**src/rtl/wds_pkg.sv**
```systemverilog
package wds_pkg;
  localparam int unsigned BUS_W_D  = 32;
  localparam int unsigned DLY_W_D  = 9;
  localparam int unsigned PIPE_W_D = 4;
  localparam int unsigned SETTLE_D = 20;

  typedef enum logic [1:0] {
    LD_NONE = 2'd0,
    LD_SW   = 2'd1,
    LD_WL   = 2'd2,
    LD_CAL  = 2'd3
  } load_src_e;
endpackage

```
**src/rtl/wds_divider.sv**
```systemverilog
module wds_divider #(
  parameter int unsigned DW = 9,
  parameter int unsigned QW = 4
) (
  input  logic          clk,
  input  logic          rst_n,
  input  logic          start,
  input  logic [DW-1:0] dividend,
  input  logic [DW-1:0] divisor,
  output logic [QW-1:0] quo_sat
);
  localparam int unsigned SW = $clog2(DW + 1);
  localparam logic [SW-1:0] STEPS = SW'(DW);

  logic [DW-1:0] rem_q, quo_q, div_q;
  logic [SW-1:0] step_q;
  logic [DW:0]   shifted;
  logic          ge;
  logic [DW-1:0] nxt_rem, nxt_quo, quo_eff;

  always_comb begin
    shifted = {rem_q, quo_q[DW-1]};
    ge      = shifted >= {1'b0, div_q};
    nxt_rem = ge ? DW'(shifted - {1'b0, div_q}) : shifted[DW-1:0];
    nxt_quo = {quo_q[DW-2:0], ge};
    quo_eff = (div_q == '0) ? '0 : quo_q;
  end

  always_ff @(posedge clk or negedge rst_n) begin
    if (!rst_n) begin
      rem_q  <= '0;
      quo_q  <= '0;
      div_q  <= '0;
      step_q <= '0;
    end else if (start) begin
      rem_q  <= '0;
      quo_q  <= dividend;
      div_q  <= divisor;
      step_q <= (divisor == '0) ? '0 : STEPS;
    end else if (step_q != '0) begin
      rem_q  <= nxt_rem;
      quo_q  <= nxt_quo;
      step_q <= step_q - 1'b1;
    end
  end

  generate
    if (DW > QW) begin : g_sat
      always_comb quo_sat = (|quo_eff[DW-1:QW]) ? '1 : quo_eff[QW-1:0];
    end else begin : g_fit
      always_comb quo_sat = QW'(quo_eff);
    end
  endgenerate
endmodule

```
**src/rtl/wds_settle.sv**
```systemverilog
module wds_settle #(
  parameter int unsigned SETTLE = 20
) (
  input  logic clk,
  input  logic rst_n,
  input  logic start,
  input  logic cancel,
  output logic busy,
  output logic commit
);
  localparam int unsigned CW = $clog2(SETTLE + 1);
  localparam logic [CW-1:0] LOADV = CW'(SETTLE);

  logic [CW-1:0] cnt_q;

  always_ff @(posedge clk or negedge rst_n) begin
    if (!rst_n)               cnt_q <= '0;
    else if (start)           cnt_q <= LOADV;
    else if (cancel)          cnt_q <= '0;
    else if (cnt_q != '0)     cnt_q <= cnt_q - 1'b1;
  end

  always_comb begin
    busy   = cnt_q != '0;
    commit = (cnt_q == CW'(1)) && !start && !cancel;
  end
endmodule

```
**src/rtl/wds_field.sv**
```systemverilog
module wds_field
  import wds_pkg::*;
#(
  parameter int unsigned DW = 9,
  parameter int unsigned QW = 4
) (
  input  logic          clk,
  input  logic          rst_n,
  input  load_src_e     src,
  input  logic [DW-1:0] sw_val,
  input  logic [DW-1:0] ui_in,
  input  logic [DW-1:0] wl_val,
  input  logic [DW-1:0] cal_val,
  input  logic          commit,
  input  logic [QW-1:0] quo_sat,
  output logic [DW-1:0] raw,
  output logic [DW-1:0] ui_cap,
  output logic [DW-1:0] fine,
  output logic [QW-1:0] pipe
);
  localparam int unsigned PW = DW + QW;

  logic [PW-1:0] prod;
  logic [DW-1:0] resid;

  always_comb begin
    prod  = PW'(quo_sat) * PW'(ui_cap);
    resid = raw - prod[DW-1:0];
  end

  always_ff @(posedge clk or negedge rst_n) begin
    if (!rst_n) begin
      raw    <= '0;
      ui_cap <= '0;
      fine   <= '0;
      pipe   <= '0;
    end else begin
      unique case (src)
        LD_SW: begin
          raw    <= sw_val;
          ui_cap <= ui_in;
        end
        LD_WL: begin
          fine <= wl_val;
          pipe <= '0;
        end
        LD_CAL: begin
          fine <= cal_val;
          pipe <= '0;
        end
        default: begin
          if (commit) begin
            fine <= resid;
            pipe <= quo_sat;
          end
        end
      endcase
    end
  end
endmodule

```
**src/rtl/wdly_split_reg.sv**
```systemverilog
module wdly_split_reg
  import wds_pkg::*;
#(
  parameter int unsigned BUS_W  = BUS_W_D,
  parameter int unsigned DLY_W  = DLY_W_D,
  parameter int unsigned PIPE_W = PIPE_W_D,
  parameter int unsigned SETTLE = SETTLE_D
) (
  input  logic               clk,
  input  logic               rst_n,
  input  logic               wr_valid,
  output logic               wr_ready,
  input  logic [BUS_W-1:0]   wr_data,
  output logic [BUS_W-1:0]   rd_data,
  input  logic [DLY_W-1:0]   ui_taps,
  input  logic               cal_done,
  input  logic [DLY_W+1:0]   tck_taps,
  input  logic               wl_done,
  input  logic [DLY_W-1:0]   wl_taps,
  output logic               busy,
  output logic [PIPE_W-1:0]  pipe_cnt,
  output logic [DLY_W-1:0]   fine_taps
);
  localparam int unsigned RSV_W = BUS_W - DLY_W;

  logic          sw_fire, hw_cancel, commit;
  load_src_e     src;
  logic [DLY_W-1:0]  raw, ui_cap, quarter;
  logic [PIPE_W-1:0] quo_sat;

  always_comb begin
    wr_ready  = 1'b1;
    sw_fire   = wr_valid && wr_ready;
    quarter   = tck_taps[DLY_W+1:2];
    if (sw_fire)       src = LD_SW;
    else if (wl_done)  src = LD_WL;
    else if (cal_done) src = LD_CAL;
    else               src = LD_NONE;
    hw_cancel = (src == LD_WL) || (src == LD_CAL);
  end

  wds_settle #(.SETTLE(SETTLE)) u_settle (
    .clk(clk), .rst_n(rst_n), .start(sw_fire), .cancel(hw_cancel),
    .busy(busy), .commit(commit)
  );

  wds_divider #(.DW(DLY_W), .QW(PIPE_W)) u_div (
    .clk(clk), .rst_n(rst_n), .start(sw_fire),
    .dividend(wr_data[DLY_W-1:0]), .divisor(ui_taps), .quo_sat(quo_sat)
  );

  wds_field #(.DW(DLY_W), .QW(PIPE_W)) u_field (
    .clk(clk), .rst_n(rst_n), .src(src),
    .sw_val(wr_data[DLY_W-1:0]), .ui_in(ui_taps), .wl_val(wl_taps),
    .cal_val(quarter), .commit(commit), .quo_sat(quo_sat),
    .raw(raw), .ui_cap(ui_cap), .fine(fine_taps), .pipe(pipe_cnt)
  );

  always_comb rd_data = {{RSV_W{1'b0}}, (busy ? raw : fine_taps)};
endmodule

```
**config.mk**
```make
export PLATFORM = sky130hd
export DESIGN_NAME = wdly_split_reg
export DESIGN_NICKNAME = d
export VERILOG_FILES = /design/src/rtl/wds_pkg.sv /design/src/rtl/wds_divider.sv /design/src/rtl/wds_settle.sv /design/src/rtl/wds_field.sv /design/src/rtl/wdly_split_reg.sv
export SDC_FILE = /design/constraint.sdc
export NUM_CORES = 1
export LEC_CHECK = 0
export CAP_MARGIN = 15
export CORE_ASPECT_RATIO = 0.75
export CORE_MARGIN = 2
export CORE_UTILIZATION = 50
export CTS_CLUSTER_DIAMETER = 80
export DETAILED_ROUTE_END_ITERATION = 8
export HOLD_SLACK_MARGIN = 0.02
export PLACE_DENSITY = 0.85
export RECOVER_POWER = 100
export SYNTH_ARGS = -nofsm -noshare
export SYNTH_HDL_FRONTEND = slang
export SYNTH_SLANG_ARGS = --single-unit
```
**constraint.sdc**
```tcl
create_clock -name clk -period 4.93 [get_ports clk]
set_input_delay 0.986 -clock clk [delete_from_list [all_inputs] [get_ports clk]]
set_output_delay 0.986 -clock clk [all_outputs]
set_load 0.01 [all_outputs]
```
Yosys cells after proc, flatten, opt, wreduce, memory -nomap -nowiden:

Cells that the tools add are included.

* bits in writable memories: 0
* ROM bits: 0
* input bits: 66
* word-level logic and storage cells: 58
* flip-flop bits (word level): 67
* output and inout port bits: 47
* memories: 0
* latch bits: 0

* add/sub/neg operators: 4
* mux-type cells: 21
* bitwise logic cells: 1
* shift-type cells: 0
* magnitude comparators: 1
* divide/modulo/power cells: 0
* reductions and logical operators: 17
* equal/unequal tests: 4
* $mul: 1

Operator list (count)
* 9-bit 2-to-1 mux: 8
* 9-bit one-hot mux with 3 select lines: 1
* 4-bit 2-to-1 mux: 5
* 9-bit logical NOT: 2
* 9-bit subtractor: 2
* 5-bit 2-to-1 mux: 3
* 10-bit by 9-bit >= comparator with 1-bit output: 1
* 4-bit by 9-bit multiplier with 9-bit output: 1
* 4-bit one-hot mux with 2 select lines: 1
* 2-bit 2-to-1 mux: 3
* 3-bit nonzero test: 2
* 5-bit by 1-bit equality test with 1-bit output (second input constant): 1
* 5-bit nonzero test: 1
* 5-bit OR reduction: 1
* 5-bit by 1-bit subtractor with 5-bit output (second input constant): 1
* 2-bit equality test (second input constant): 2
* 2-bit AND reduction: 2
* 2-bit nonzero test: 2
* 4-bit nonzero test: 1
* 4-bit by 1-bit subtractor with 4-bit output (second input constant): 1
* 2-bit by 1-bit equality test with 1-bit output (second input constant): 1
* 1-bit logical AND: 2
* 1-bit logical NOT: 2
* 2-bit OR reduction: 1
* 2 further kinds: 2

Depth between registers and ports, before layout:

* depth in word-level cells: 9
* mapped depth: 16
* gate-level depth less buffers: 16

Modules after synthesis:

A second synthesis with hierarchy kept.

* cells, all modules: 532
* area, all modules: 4997.3 um^2

Modules (own cells, without submodules)
* wds_field: cells an instance 258, area an instance 2456.1 um^2, times used 1
* wds_divider: cells an instance 204, area an instance 1886.8 um^2, times used 1
* wdly_split_reg: cells an instance 41, area an instance 356.6 um^2, times used 1
* wds_settle: cells an instance 29, area an instance 297.8 um^2, times used 1

Worst setup path before layout:

OpenSTA, ideal clock, no wires.

* kind: register to register
* start: register u_div.div_q[1]
* end: register u_field.fine[8]
* library setup time: 0.094 ns
* slack: 0.952 ns
* stages on the path, launching flop included: 15
* arrival time: 3.884 ns
* buffers on the path: 0
* cell sequence: dfrtp_1 > nor4_2 > nand4_2 > o21a_1 > nand2_1 > fa_1 > fa_1 > fa_1 > ha_1 > inv_1 > o21bai_1 > a2111oi_0 > nor3_1 > xnor2_1 > a211oi_1

* cells in the longest elaborated chain, start to end: 8

RTL lines
* from (decl): RTL line wds_divider.sv:15 `logic [DW-1:0] rem_q, quo_q, div_q;`
* from (signal assigned): RTL line wds_divider.sv:38 `div_q <= divisor;`
* 9-bit logical NOT (*): RTL line wds_divider.sv:26 `quo_eff = (div_q == '0) ? '0 : quo_q;`
* 9-bit 2-to-1 mux (*): RTL line wds_divider.sv:26
* 5-bit OR reduction: RTL line wds_divider.sv:49 `always_comb quo_sat = (|quo_eff[DW-1:QW]) ? '1 : quo_eff[QW-1:0];`
* 4-bit 2-to-1 mux (*): RTL line wds_divider.sv:49
* 4-bit by 9-bit multiplier with 9-bit output (*): RTL line wds_field.sv:27 `prod = PW'(quo_sat) * PW'(ui_cap);`
* 9-bit subtractor (*): RTL line wds_field.sv:28 `resid = raw - prod[DW-1:0];`
* 9-bit 2-to-1 mux (*): RTL line wds_field.sv:52 `if (commit) begin`
* 9-bit one-hot mux with 3 select lines (*): RTL line wds_field.sv:38 `unique case (src)`
* to (signal assigned): RTL line wds_field.sv:44 `fine <= wl_val;`
* to (signal assigned): RTL line wds_field.sv:48 `fine <= cal_val;`
* to (signal assigned): RTL line wds_field.sv:53 `fine <= resid;`
* to (decl): RTL line wds_field.sv:18 `output logic [DW-1:0] fine,`

Every way passes the cells marked *; elsewhere a longest branch is shown, timed or not. The select of a mux whose other input is x is not followed.
A chain may end at the register's enable or synchronous reset.

Worst setup path in the final report:

Ends and elaborated chain as after synthesis.

==> summary.txt <==
STA
  – Final slew viol count: 106
  – Post-route setup slack: 0.390 ns
  – Final hold viol count: 0
  – RSZ-0062 raised after global routing: no
  – Setup_tns: 0 ns
  – Hold_ws: 0.505 ns
  – Highest Clock Rate: 220 MHz
  – Endpoints failing setup: 0
  – Post-route clock period utilization: 92.1%
  – Final Skew: 0.00892 ns
  – Worst slew pin tran: 2.32 ns
  – Post-route minimum period: 4.54 ns
  – Slew HR: -54.4%

Detailed routing
  – Total Wirelength: 11.4 mm
  – Drt first pass iters: 5
  – DRC violations left: 0
  – Wire per inst: 16.3 µm
  – Via-per-instance ratio: 5.50
  – Via count: 3,859
  – Antenna-violating nets left: 0
  – Iteration-0 DRC Markers: 240

Global routing
  – GR Layer Usage met3: 7.05%
  – Initial antenna violation count: 0
  – Grt total ovfl: 0
  – First-pass GRT wire length: 19.0 mm
  – GR Util met1: 34.3%
  – Vias in the first global route: 3,779
  – GR Layer Usage met2: 36.6%
  – Largest net degree at the start of global routing: 65
  – Total GRT Usage: 24.1%
  – GRT Max-Usage Layer: met2

Synth
  – Post-synthesis mux area share: 5.09%
  – Top_reg_cell synth: dfrtp_1
  – Compound-gate portion of the synthesized area: 17.4%
  – Syn Inst Count: 509
  – Synth Area in XOR/XNOR: 4.32%
  – Simple-Gate Fraction of Synth Area: 13.9%
  – Main combinational cell family by area after synthesis: compound AO/OA/AOI/OAI gates
  – Sequential fraction of the synthesis area: 35.3%
  – Synthesized cell area: 0.00474 mm²
  – Yosys warns: 0
  – Asr flop ratio synth: 100%
  – Register bit count reported by yosys: 67
  – Synth Area in Adders: 14.5%
  – Mean Syn Cell Area: 9.32 µm²
  – Post-synth EDFFs: 0
  – Unique cell type count in the Yosys netlist: 55

Die
  – Die width: 116 µm
  – Core box area: 0.00912 mm²
  – Die height: 88.4 µm
  – I/O Pins: 113
  – Die ar.: 0.0103 mm²
  – Initial Util: 52.0%
  – Row cnt: 30

Pwr
  – Switching Fraction: 38.1%
  – Clock network power share: 23.2%
  – Peak VDD IR: 0.000246 V
  – Final total power: 2580 µW
  – Comb pwr share: 49.5%
  – Leakage: 0.00262 µW
  – Register share of total power: 27.3%
  – Int Pwr: 1600 µW
  – Power per Cell Area: 458 mW/mm²
  – Psw: 985 µW

Critical path
  – Data required time of the worst path: 5.17 ns
  – Critical path's largest stage delay: 0.59 ns
  – Worst Setup End Kind: register
  – CP max-delay cell: fa_1
  – Most frequent CP cell: fa_1
  – Critical path class: register to register
  – Crit path launch type: register
  – Max FO, Critical Path: 8
  – Crit path cell chain: nor4_1, nand4_1, o21a_1, nand2_1, fa_1, fa_1, fa_1, ha_1, inv_1, o21bai_1, a2111oi_0, nor3_1, xnor2_1, a211oi_1
  – Worst EP arrival: 4.78 ns

Placed design
  – Routability cong.: 0.871
  – Setup Slack @ Placement: 0.565 ns
  – Hpwl dp: 8.75 mm
  – Port-buffer cells: 63

CTS
  – H-tree Lvls: 3
  – Post-CTS setup buffers: 0
  – CTS tree: built
  – Clock Path Buffers: 2
  – Num CTS Buffers: 9
  – Worst-path clk slew: 0.05 ns
  – Post-CTS sizing: 0
  – Hold Buf Count CTS: 0
  – Clock latency on the worst-skew pair: 0.34 ns
  – CTS root buffer: clkbuf_16
  – Number of clock sinks: 67

Outcome
  – Status: finished, violations left
  – Failing checks: capacitance limit, slew limit

Hold path
  – Worst min-delay path class: register to register

Cells and area
  – Nets@finish: 678
  – Final core occ: 61.9%
  – Share of layout cells above drive strength 1: 6.11%
  – Antenna diodes: 0
  – Synth-to-layout area growth: 18.9%

Flow run
  – Max-cap violation count: 3
sequential cells by signal, indices dropped and copies added, names as in the netlist:
register        flops
u_field.ui_cap      9
u_field.fine        9
u_settle.cnt_q      5
u_div.div_q         9
u_field.raw         9
u_field.pipe        4
u_div.rem_q         9
u_div.quo_q         9
u_div.step_q        4
layout make-up:
type / instances / area [µm²]
Clock buffer: 14 / 264
Tap cell: 128 / 160
Multi-Input combinational cell: 370 / 2700
Fill cell: 746 / 3480
Inverter: 54 / 203
Sequential cell: 67 / 1680
Timing Repair Buffer: 66 / 633
Clock inverter: 2 / 10.0
path summary, 6_finish.rpt:
path                                                   from                       endpoint  slack (ns)  cells past startpoint
worst max-delay path             u_div.div_q[1]$_DFFE_PN0P_    u_field.fine[8]$_DFFE_PN0P_        0.39                     14
worst min-delay path            u_field.pipe[0]$_DFFE_PN0P_    u_field.pipe[0]$_DFFE_PN0P_        0.50                      1
worst max register to register   u_div.div_q[1]$_DFFE_PN0P_    u_field.fine[8]$_DFFE_PN0P_        0.39                     14
worst min register to register  u_field.pipe[0]$_DFFE_PN0P_    u_field.pipe[0]$_DFFE_PN0P_        0.50                      1
max in group asynchronous                             rst_n  u_settle.cnt_q[0]$_DFFE_PN0P_        1.23                      2
min in group asynchronous                             rst_n     u_div.rem_q[5]$_DFFE_PN0P_        1.00                      1
through the flow:
| step | cells | instance area [µm²] |
|---|---|---|
| 6_report | 701 | 5640 |
| 4_1_cts | 701 | 5660 |
| 5_1_grt | 701 | 5640 |
| 3_5_place_dp | 685 | 5390 |
| 2_1_floorplan | 531 | 4830 |
| 3_3_place_gp | 685 | 5390 |
synthesized netlist by cell type (2+ instances only):
cell,n,area (µm²)
conb_1,2,7.51
a22oi_1,8,60.1
o21ai_0,43,215
a31o_2,3,26.3
a21o_1,5,37.5
nor2_1,28,105
a22o_1,5,43.8
o21a_1,9,67.6
o22ai_1,3,18.8
o21ai_1,2,10.0
nor4_1,5,31.3
nand2_1,40,150
o21bai_1,2,15.0
fa_1,18,360
o22a_1,6,52.6
a21oi_1,23,115
ha_1,26,325
xnor2_1,17,149
or3_1,5,31.3
nor2b_1,4,25.0
nor3_1,7,35.0
xor2_1,2,17.5
mux2_2,9,101
and3_1,2,12.5
inv_1,54,203
nand3_1,4,20.0
dfrtp_1,67,1680
mux2i_1,14,140
a31oi_1,3,18.8
a211oi_1,8,60.1
or2_2,3,18.8
nor3b_1,2,15.0
nand4_1,2,12.5
buf_4,24,180
clkbuf_1,16,60.1
and2_1,15,93.8
nand2b_1,4,25.0
nand3b_1,2,15.0
cell usage in the layout, fill, tap and decap left out, types with 4 or more instances in the layout:
cell type        count
or3_1                5
clkbuf_16            9
a22o_1               5
o21ai_0             43
conb_1              24
dlygate4sd3_1       24
clkdlybuf4s50_1     37
a21o_1               5
o21a_1               9
clkbuf_1             7
a211oi_1             8
o22a_1               6
a22oi_1              8
fa_1                18
mux2i_1             14
nor2b_1              4
nand2_1             40
nand3_1              4
xnor2_1             17
dfrtp_1             67
ha_1                26
nor2_1              28
and2_1              13
mux2_2               9
nor3_1               7
nor4_1               6
nand2b_1             4
a21oi_1             23
inv_1               54
metal layers:
metal  share of wire, %  vias to the layer above
met5                  0                        -
met4                1.2                        0
met3                6.6                       12
met2                 45                      119
met1                 47                     1914
li1                   -                     1814
critical path, delay by kind of cell (launching register included):
family / cells / cell delay [ns]
xor gates and xnor gates: 1 / 0.14
and+or+nand+nor: 4 / 0.85
buffers and inverters: 1 / 0.10
AOI/OAI and AO/OA: 4 / 1.11
DFF: 1 / 0.41
adders and majority gates: 4 / 1.82
cells by family (layout without fill, tap and decap cells):
family                   Yosys count  after routing
AND/OR/NAND/NOR                  130            130
AO/OA/AOI/OAI                    128            128
buffers and inverters             94            136
flip-flops                        67             67
adder cells (fa/ha/maj)           44             44
multiplexers                      23             23
XOR/XNOR                          21             21
other                              2             24
power by group through the flow:
stage               logic, µW  clock network [µW]  registers, µW
floorplan                 963                   0            696
global placement         1200                   0            708
detailed placement       1260                   0            712
CTS                      1270                 605            704
global route             1410                 626            718
finish                   1280                 598            706
No activity file was read; power rests on OpenSTA's default activity.
